File: src/rtl/cfgp_pkg.sv
package cfgp_pkg;
    localparam int BYTE_W = 8;

    typedef enum logic [2:0] {
        ST_KEY0,
        ST_KEY1,
        ST_KEY2,
        ST_KEY3,
        ST_OPEN
    } key_state_t;

    localparam logic [BYTE_W-1:0] IDX_EXIT = 8'h02;
    localparam logic [BYTE_W-1:0] VAL_EXIT = 8'h02;
    localparam logic [BYTE_W-1:0] IDX_LDN  = 8'h07;
    localparam logic [BYTE_W-1:0] IDX_IDHI = 8'h20;
    localparam logic [BYTE_W-1:0] IDX_IDLO = 8'h21;
    localparam logic [BYTE_W-1:0] IDX_REV  = 8'h22;
    localparam logic [BYTE_W-1:0] IDX_BANK = 8'h30;
endpackage

File: src/rtl/cfgp_key_fsm.sv
module cfgp_key_fsm
    import cfgp_pkg::*;
#(
    parameter logic [4*BYTE_W-1:0] KEY_SEQ = 32'h87_01_55_55
) (
    input  logic              clk,
    input  logic              rst_n,
    input  logic              key_wr,
    input  logic [BYTE_W-1:0] key_byte,
    input  logic              exit_req,
    output logic              open
);
    localparam logic [BYTE_W-1:0] K0 = KEY_SEQ[4*BYTE_W-1 -: BYTE_W];
    localparam logic [BYTE_W-1:0] K1 = KEY_SEQ[3*BYTE_W-1 -: BYTE_W];
    localparam logic [BYTE_W-1:0] K2 = KEY_SEQ[2*BYTE_W-1 -: BYTE_W];
    localparam logic [BYTE_W-1:0] K3 = KEY_SEQ[BYTE_W-1   -: BYTE_W];

    key_state_t state, nxt;

    // on a mismatch, a first key byte restarts at step two
    function automatic key_state_t miss(input logic [BYTE_W-1:0] b);
        return (b == K0) ? ST_KEY1 : ST_KEY0;
    endfunction

    always_ff @(posedge clk or negedge rst_n) begin
        if (!rst_n) state <= ST_KEY0;
        else        state <= nxt;
    end

    always_comb begin
        nxt = state;
        unique case (state)
            ST_KEY0: if (key_wr) nxt = (key_byte == K0) ? ST_KEY1 : ST_KEY0;
            ST_KEY1: if (key_wr) nxt = (key_byte == K1) ? ST_KEY2 : miss(key_byte);
            ST_KEY2: if (key_wr) nxt = (key_byte == K2) ? ST_KEY3 : miss(key_byte);
            ST_KEY3: if (key_wr) nxt = (key_byte == K3) ? ST_OPEN : miss(key_byte);
            ST_OPEN: if (exit_req) nxt = ST_KEY0;
            default: nxt = ST_KEY0;
        endcase
    end

    always_comb open = (state == ST_OPEN);

    assert_key_opens_R2: assert property (@(posedge clk) disable iff (!rst_n)
        (state == ST_KEY3 && key_wr && key_byte == K3) |=> open);

    assert_restart_step_two_R3: assert property (@(posedge clk) disable iff (!rst_n)
        (!open && key_wr && key_byte == K0) |=> (state == ST_KEY1));

    assert_exit_seals_R10: assert property (@(posedge clk) disable iff (!rst_n)
        (open && exit_req) |=> (state == ST_KEY0));
endmodule

File: src/rtl/cfgp_index_bank.sv
module cfgp_index_bank
    import cfgp_pkg::*;
#(
    parameter logic [15:0] CHIP_ID  = 16'h5A31,
    parameter logic [3:0]  CHIP_REV = 4'h6
) (
    input  logic              clk,
    input  logic              rst_n,
    input  logic              open,
    input  logic              bus_addr,
    input  logic              bus_wr,
    input  logic              bus_rd,
    input  logic [BYTE_W-1:0] bus_wdata,
    output logic [BYTE_W-1:0] bus_rdata,
    output logic              exit_req,
    output logic [BYTE_W-1:0] dev_sel,
    output logic [BYTE_W-1:0] dev_addr,
    output logic              dev_wr,
    output logic              dev_rd,
    output logic [BYTE_W-1:0] dev_wdata,
    input  logic [BYTE_W-1:0] dev_rdata
);
    logic [BYTE_W-1:0] idx_q, ldn_q;
    logic idx_wr, dat_wr, dat_rd, banked;

    always_comb begin
        idx_wr   = open && bus_wr && !bus_addr;
        dat_wr   = open && bus_wr &&  bus_addr;
        dat_rd   = open && bus_rd &&  bus_addr;
        banked   = (idx_q >= IDX_BANK);
        exit_req = dat_wr && idx_q == IDX_EXIT && bus_wdata == VAL_EXIT;
    end

    always_ff @(posedge clk or negedge rst_n) begin
        if (!rst_n)        idx_q <= '0;
        else if (exit_req) idx_q <= '0;
        else if (idx_wr)   idx_q <= bus_wdata;
    end

    always_ff @(posedge clk or negedge rst_n) begin
        if (!rst_n)                          ldn_q <= '0;
        else if (dat_wr && idx_q == IDX_LDN) ldn_q <= bus_wdata;
    end

    always_comb begin
        dev_sel   = ldn_q;
        dev_addr  = idx_q;
        dev_wdata = bus_wdata;
        dev_wr    = dat_wr && banked;
        dev_rd    = dat_rd && banked;
    end

    always_comb begin
        if (!open)         bus_rdata = 8'hFF;
        else if (!bus_addr) bus_rdata = idx_q;
        else if (banked)   bus_rdata = dev_rdata;
        else begin
            unique case (idx_q)
                IDX_LDN:  bus_rdata = ldn_q;
                IDX_IDHI: bus_rdata = CHIP_ID[15:8];
                IDX_IDLO: bus_rdata = CHIP_ID[7:0];
                IDX_REV:  bus_rdata = {4'h0, CHIP_REV};
                default:  bus_rdata = 8'h00;
            endcase
        end
    end

    assert_no_dev_when_locked_R4: assert property (@(posedge clk) disable iff (!rst_n)
        !open |-> (!dev_wr && !dev_rd));

    assert_ldn_hold_R6: assert property (@(posedge clk) disable iff (!rst_n)
        !(open && bus_wr && bus_addr && idx_q == IDX_LDN) |=> $stable(ldn_q));

    assert_dev_only_banked_R9: assert property (@(posedge clk) disable iff (!rst_n)
        (dev_wr || dev_rd) |-> (dev_addr >= IDX_BANK));

    assert_exit_clears_idx_R10: assert property (@(posedge clk) disable iff (!rst_n)
        exit_req |=> (idx_q == '0));
endmodule

File: src/rtl/cfgp_top.sv
module cfgp_top
    import cfgp_pkg::*;
#(
    parameter logic [4*BYTE_W-1:0] KEY_SEQ  = 32'h87_01_55_55,
    parameter logic [15:0]         CHIP_ID  = 16'h5A31,
    parameter logic [3:0]          CHIP_REV = 4'h6
) (
    input  logic       clk,
    input  logic       rst_n,
    input  logic       bus_addr,
    input  logic       bus_wr,
    input  logic       bus_rd,
    input  logic [7:0] bus_wdata,
    output logic [7:0] bus_rdata,
    output logic [7:0] dev_sel,
    output logic [7:0] dev_addr,
    output logic       dev_wr,
    output logic       dev_rd,
    output logic [7:0] dev_wdata,
    input  logic [7:0] dev_rdata
);
    logic open, exit_req, key_wr;

    always_comb key_wr = bus_wr && !bus_addr;

    cfgp_key_fsm #(.KEY_SEQ(KEY_SEQ)) u_key (
        .clk(clk), .rst_n(rst_n), .key_wr(key_wr), .key_byte(bus_wdata),
        .exit_req(exit_req), .open(open)
    );

    cfgp_index_bank #(.CHIP_ID(CHIP_ID), .CHIP_REV(CHIP_REV)) u_bank (
        .clk(clk), .rst_n(rst_n), .open(open), .bus_addr(bus_addr),
        .bus_wr(bus_wr), .bus_rd(bus_rd), .bus_wdata(bus_wdata),
        .bus_rdata(bus_rdata), .exit_req(exit_req), .dev_sel(dev_sel),
        .dev_addr(dev_addr), .dev_wr(dev_wr), .dev_rd(dev_rd),
        .dev_wdata(dev_wdata), .dev_rdata(dev_rdata)
    );

    assert_sealed_reads_ff_R1: assert property (@(posedge clk) disable iff (!rst_n)
        (!open && bus_rd) |-> (bus_rdata == 8'hFF));
endmodule

File: config.mk
export PLATFORM = sky130hd
export DESIGN_NAME = cfgp_top
export DESIGN_NICKNAME = d
export VERILOG_FILES = /design/src/rtl/cfgp_pkg.sv /design/src/rtl/cfgp_key_fsm.sv /design/src/rtl/cfgp_index_bank.sv /design/src/rtl/cfgp_top.sv
export SDC_FILE = /design/constraint.sdc
export NUM_CORES = 1
export LEC_CHECK = 0
export ABC_AREA = 1
export BUFFER_PORTS_ARGS = -buffer_cell sky130_fd_sc_hd__buf_4
export CAP_MARGIN = 30
export CORE_MARGIN = 2
export CORE_UTILIZATION = 40
export CTS_CLUSTER_SIZE = 12
export DETAILED_ROUTE_END_ITERATION = 16
export HOLD_SLACK_MARGIN = 0.02
export PLACE_DENSITY_LB_ADDON = 0.25
export SYNTH_ARGS = -nofsm -noshare
export SYNTH_HDL_FRONTEND = slang
export SYNTH_SLANG_ARGS = --single-unit
File: constraint.sdc
create_clock -name clk -period 2.25 [get_ports clk]
set_input_delay 0.3375 -clock clk [delete_from_list [all_inputs] [get_ports clk]]
set_output_delay 0.3375 -clock clk [all_outputs]
set_load 0.02 [all_outputs]
== Yosys cells after proc, flatten, opt, wreduce, memory -nomap -nowiden ==
Cells that the tools add are included.
W data, S select, Z words.
Word-level totals
  bits in registers: 19
  input port bits: 21
  output and inout bits: 34
  word-level logic and storage cells: 53
Cells by class
  magnitude comparators: 1
  equal/unequal tests: 18
  muxes and demuxes: 16
  reduce and logical (&&, ||, !) cells: 15
Operators by type and width (number)
  $mux W8: 5
  $pmux W8 S4: 1
  $eq A8 B6 Y1 const B: 3
  $mux W3: 8
  $eq A8 B2 Y1 const B: 2
  $pmux W3 S5: 1
  $logic_and A1 B1 Y1: 11
  $ne A2 B2 Y1 const B: 5
  $eq A8 B1 Y1 const B: 1
  $eq A8 B3 Y1 const B: 1
  $eq A8 B7 Y1 const B: 1
  $eq A8 B8 Y1 const B: 1
  $ge A8 B6 Y1 const B: 1
  $eq A3 B2 Y1 const B: 2
  $reduce_and A5 Y1: 1
  $eq A3 B1 Y1 const B: 1
  $eq A3 B3 Y1 const B: 1
  $logic_not A3 Y1: 1
  $reduce_bool A2 Y1: 1
  $logic_not A1 Y1: 1
  $mux W1: 1

== Logic depth before layout (Yosys ltp) ==
  depth after elaboration: 7
  mapped depth: 9

== By module ==
A second synthesis with hierarchy kept.
Unflattened totals
  cells, all modules: 235
  area, all modules: 1461.4 um^2
By module, submodules not included
  cfgp_index_bank: instances 1, cells each 176, area each 1142.3 um^2
  cfgp_key_fsm: instances 1, cells each 57, area each 309.0 um^2
  cfgp_top: instances 1, cells each 2, area each 10.0 um^2

== Least setup slack after synthesis ==
Ideal clock, no wire load.
  path kind: register to output
  start point: reg u_bank.idx_q[4], in the netlist u_bank.dev_addr[4]
  end point: out dev_wr
  data arrival time: 1.406 ns
  data required time: 1.913 ns
  setup slack: 0.507 ns
  cell stages (with the launch flop): 5
  cells stage by stage: dfrtp_1 inv_1 o21ai_2 inv_2 nor3_1
On the way
  longest elaborated chain between the ends: 2
Ends and longest elaborated chain
  start, declared: line cfgp_index_bank.sv:23  | logic [BYTE_W-1:0] idx_q, ldn_q;
  start signal, assigned: line cfgp_index_bank.sv:37  | else if (idx_wr) idx_q <= bus_wdata;
  $ge A8 B6 Y1: line cfgp_index_bank.sv:30  | banked = (idx_q >= IDX_BANK);
  $logic_and A1 B1 Y1: line cfgp_index_bank.sv:49  | dev_wr = dat_wr && banked;
  end, declared: line cfgp_top.sv:17  | output logic dev_wr,
No other way between the ends.

== Worst setup path in the final report ==
  start point: reg u_bank.idx_q[4], in the netlist u_bank.dev_addr[4]
  end point: out bus_rdata[3]
On the way
  longest elaborated chain between the ends: 5
Ends and longest elaborated chain
  branches (longest 2 deep; another with $ge A8 B6 Y1)
  $mux W8 *: line cfgp_index_bank.sv:56  | else if (banked) bus_rdata = dev_rdata;
  $mux W8 *: line cfgp_index_bank.sv:55  | else if (!bus_addr) bus_rdata = idx_q;
  $mux W8 *: line cfgp_index_bank.sv:54  | if (!open) bus_rdata = 8'hFF;
  end, declared: line cfgp_top.sv:14  | output logic [7:0] bus_rdata,
Every way passes the cells marked *.

==> results.py <==
metrics = {
    "cells_and_area": {
        "layout_commonest_cell": "buf_4",
        "multi_input_area_um2": 749,
        "layout_common_cells": "buf_4, nand2_1, nor2_1, inv_1, nand3_1",
        "fill_cells": 360,
        "final_nets": 274,
        "area_growth_pct": 30.4,
        "n_antenna_cell": 0,
        "drive_gt1_frac": 0.310,
        "seq_area_um2": 475,
        "fin_util": 0.545,
    },
    "place": {
        "numPortBuffers": 54,
        "place.gp.congestion": 0.931,
        "hpwlAfterDp_um": 2880,
    },
    "pwr": {
        "p_total_uw": 600,
        "leakagePower_uw": 0.000943,
        "seq_power_share": 0.569,
        "pwr_density_cell_mw_per_mm2": 328,
        "switchingPower_uw": 152,
        "p_int_uw": 449,
        "pwr-share-comb": 0.149,
        "p_sw_frac": 0.253,
        "vdd_ir_drop_max_v": 0.000196,
        "pwr-share-clk": 0.282,
    },
    "sta": {
        "tightest_slew_ns": 0.282,
        "setup_viol_count_final": 0,
        "finClkSkew_ns": 0.00562,
        "slew_headroom": 0.811,
        "tns_ns": 0,
        "max_freq_mhz": 492,
        "rsz0062_at_grt": "no",
        "drv_slew": 0,
        "hold_violations": 0,
        "fin_crit_sh": 0.904,
        "fin_crit_ns": 2.03,
    },
    "yosys": {
        "syn_area_mm2": 0.00141,
        "syn_inst": 204,
        "synth_area_per_cell_um2": 6.89,
        "syn-num-nets": 225,
        "ys_ff_latch": 19,
        "yosysUniqueCellTypes": 25,
        "synth.area.top_cells": "dfrtp_1, nand2_1, nand3_1",
        "yosysTopAreaCell": "dfrtp_1",
        "synth_top_cell_area_share": 0.338,
        "yosysWarnings": 0,
        "yosysSeqAreaShare": 0.338,
    },
    "route": {
        "via_per_inst": 4.99,
        "routed_wl_um": 3590,
        "wire_per_inst_um": 12.0,
        "drtPass1Iterations": 4,
        "drc": 0,
        "via_count": 1487,
        "drt-initial-drc-count": 81,
        "ant_nets": 0,
    },
    "clock_tree": {
        "clock-root-buffer": "clkbuf_4",
        "clock_latency_ns": 0.29,
        "cts_tree": "yes",
        "clock-sinks": 19,
        "clk_pin_slew_ns": 0.10,
        "h-tree-depth": 1,
        "cts_made_buffers": 3,
        "clk_path_buf_depth": 2,
    },
    "worst_setup_path": {
        "crit_path_top_delay_cell": "dfrtp_1",
        "worst_ep_required_time_ns": 1.91,
        "crit_path_max_incr_delay_ns": 0.43,
        "path_cells": "inv_1 -> o21ai_4 -> inv_2 -> o21ai_0 -> a21o_1 -> nand2_1 -> buf_4",
        "path_buf_inv": 3,
        "crit_family": "compound AO/OA/AOI/OAI gates",
        "worst_ep_arrival_time_ns": 1.70,
        "crit_path_start_kind": "flip-flop",
        "timing.rr.end": "u_key.state[1]",
        "crit_type": "reg2out",
        "r2r_cells": 8,
        "cp_max_fo": 9,
        "rrSetupSlack_ns": 0.87,
        "timing.rr.start": "u_key.state[0]",
        "end_kind": "output port",
    },
    "grt": {
        "grt_pass1_wl_um": 5930,
        "overflow": 0,
        "grt_use_total": 0.183,
        "grt_pass1_vias": 1312,
        "grt_antenna_before_repair": 0,
        "grt_max_degree": 20,
    },
    "run_status": {
        "outcome": "finished clean",
    },
    "floorplanning": {
        "start_util": 0.418,
        "num_rows": 21,
        "num_io_pins": 55,
        "die_height_um": 63.3,
        "core_area_mm2": 0.00336,
        "die_w_um": 63.3,
        "die_area_mm2": 0.00400,
    },
    "min_path": {
        "hold_class": "in2reg",
        "min_to": "u_bank.dev_addr[6]",
        "min_delay_path_depth": 3,
        "worstHoldStart": "bus_wdata[6]",
    },
    "job": {
        "maxCapViolCount": 0,
    },
}
==> cells in the mapped netlist <==
| master | count |
|---|---|
| a21o_1 | 2 |
| a21oi_1 | 8 |
| o211ai_1 | 2 |
| nand2_2 | 1 |
| inv_2 | 3 |
| buf_6 | 1 |
| o21ai_0 | 10 |
| nand2_4 | 2 |
| nor3_1 | 3 |
| o21ai_2 | 8 |
| nand3b_1 | 2 |
| nand3_4 | 1 |
| dfrtp_1 | 19 |
| nor2_4 | 2 |
| o22ai_1 | 1 |
| nor2_1 | 26 |
| nand3_2 | 2 |
| nand2_1 | 50 |
| clkbuf_1 | 1 |
| inv_4 | 1 |
| inv_1 | 24 |
| nand3_1 | 21 |
| o2111ai_1 | 1 |
| buf_4 | 9 |
| nand4_1 | 4 |
==> metrics by stage <==
| stage | instance area [um2] | setup WS, ns | hold WS, ns | instances |
|---|---|---|---|---|
| 2_1_floorplan | 1410 | 0.507 | 0.0419 | 204 |
| 3_3_place_gp | 1790 | 0.487 | 0.221 | 293 |
| 3_5_place_dp | 1790 | 0.502 | 0.222 | 293 |
| 4_1_cts | 1820 | 0.142 | 0.291 | 298 |
| 5_1_grt | 1830 | 0.0583 | 0.288 | 298 |
| 6_report | 1830 | 0.217 | 0.304 | 298 |
==> power by group through the flow <==
stage	sequential, uW	combinational, uW	clock (uW)
after floorplan	348	42.8	0
after global placement	348	88.5	0
after detailed placement	348	88.8	0
after CTS	341	90.6	173
after global routing	342	99.4	193
final	341	89.7	169
==> worst max path at each step <==
| stage | depth (start not counted) | to | startpoint |
|---|---|---|---|
| after CTS | 7 | bus_rdata[6] | u_bank.dev_addr[4] |
| final | 7 | bus_rdata[3] | u_bank.dev_addr[4] |
| after detailed placement | 7 | bus_rdata[6] | u_bank.dev_addr[4] |
| after global routing | 10 | bus_rdata[1] | u_bank.dev_addr[3] |
| after floorplan | 4 | dev_wr | u_bank.dev_addr[4] |
| after global placement | 7 | bus_rdata[3] | u_bank.dev_addr[4] |
==> routing by layer <==
layer / global-route usage / routed length (um)
met1: 0.259 / 1680
met2: 0.294 / 1580
met3: 0.0143 / 274
met4: 0.0652 / 51
met5: 0 / 0
==> registers in the layout (all words and copies together), names as in the netlist <==
name             flops
u_key.state          3
u_bank.dev_addr      8
u_bank.dev_sel       8
==> worst min-delay path: stages <==
cell,delay (ns)
buf_4,0.12
nand2_1,0.06
nand2_1,0.05
==> what timing repair did <==
item	CTS	global route
setup buffers	0	0
hold buffers	1	0
gates resized for setup	0	2
endpoints found under the setup margin	0	2
hold endpoints to repair	19	0
==> final cells by class <==
| class | instances | share of cell area |
|---|---|---|
| Inverter | 28 | 0.0587 |
| Sequential cell | 19 | 0.260 |
| Clock buffer | 4 | 0.0143 |
| Multi-Input combinational cell | 146 | 0.409 |
| Timing Repair Buffer | 55 | 0.227 |
| Tap cell | 46 | 0.0314 |
==> cells by family after synthesis <==
logic type	after synthesis	synth area share
buffers and inverters	39	0.135
flip-flops	19	0.338
AND/OR/NAND/NOR	114	0.380
AO/OA/AOI/OAI	32	0.146
(Power assumes the default switching activity.)
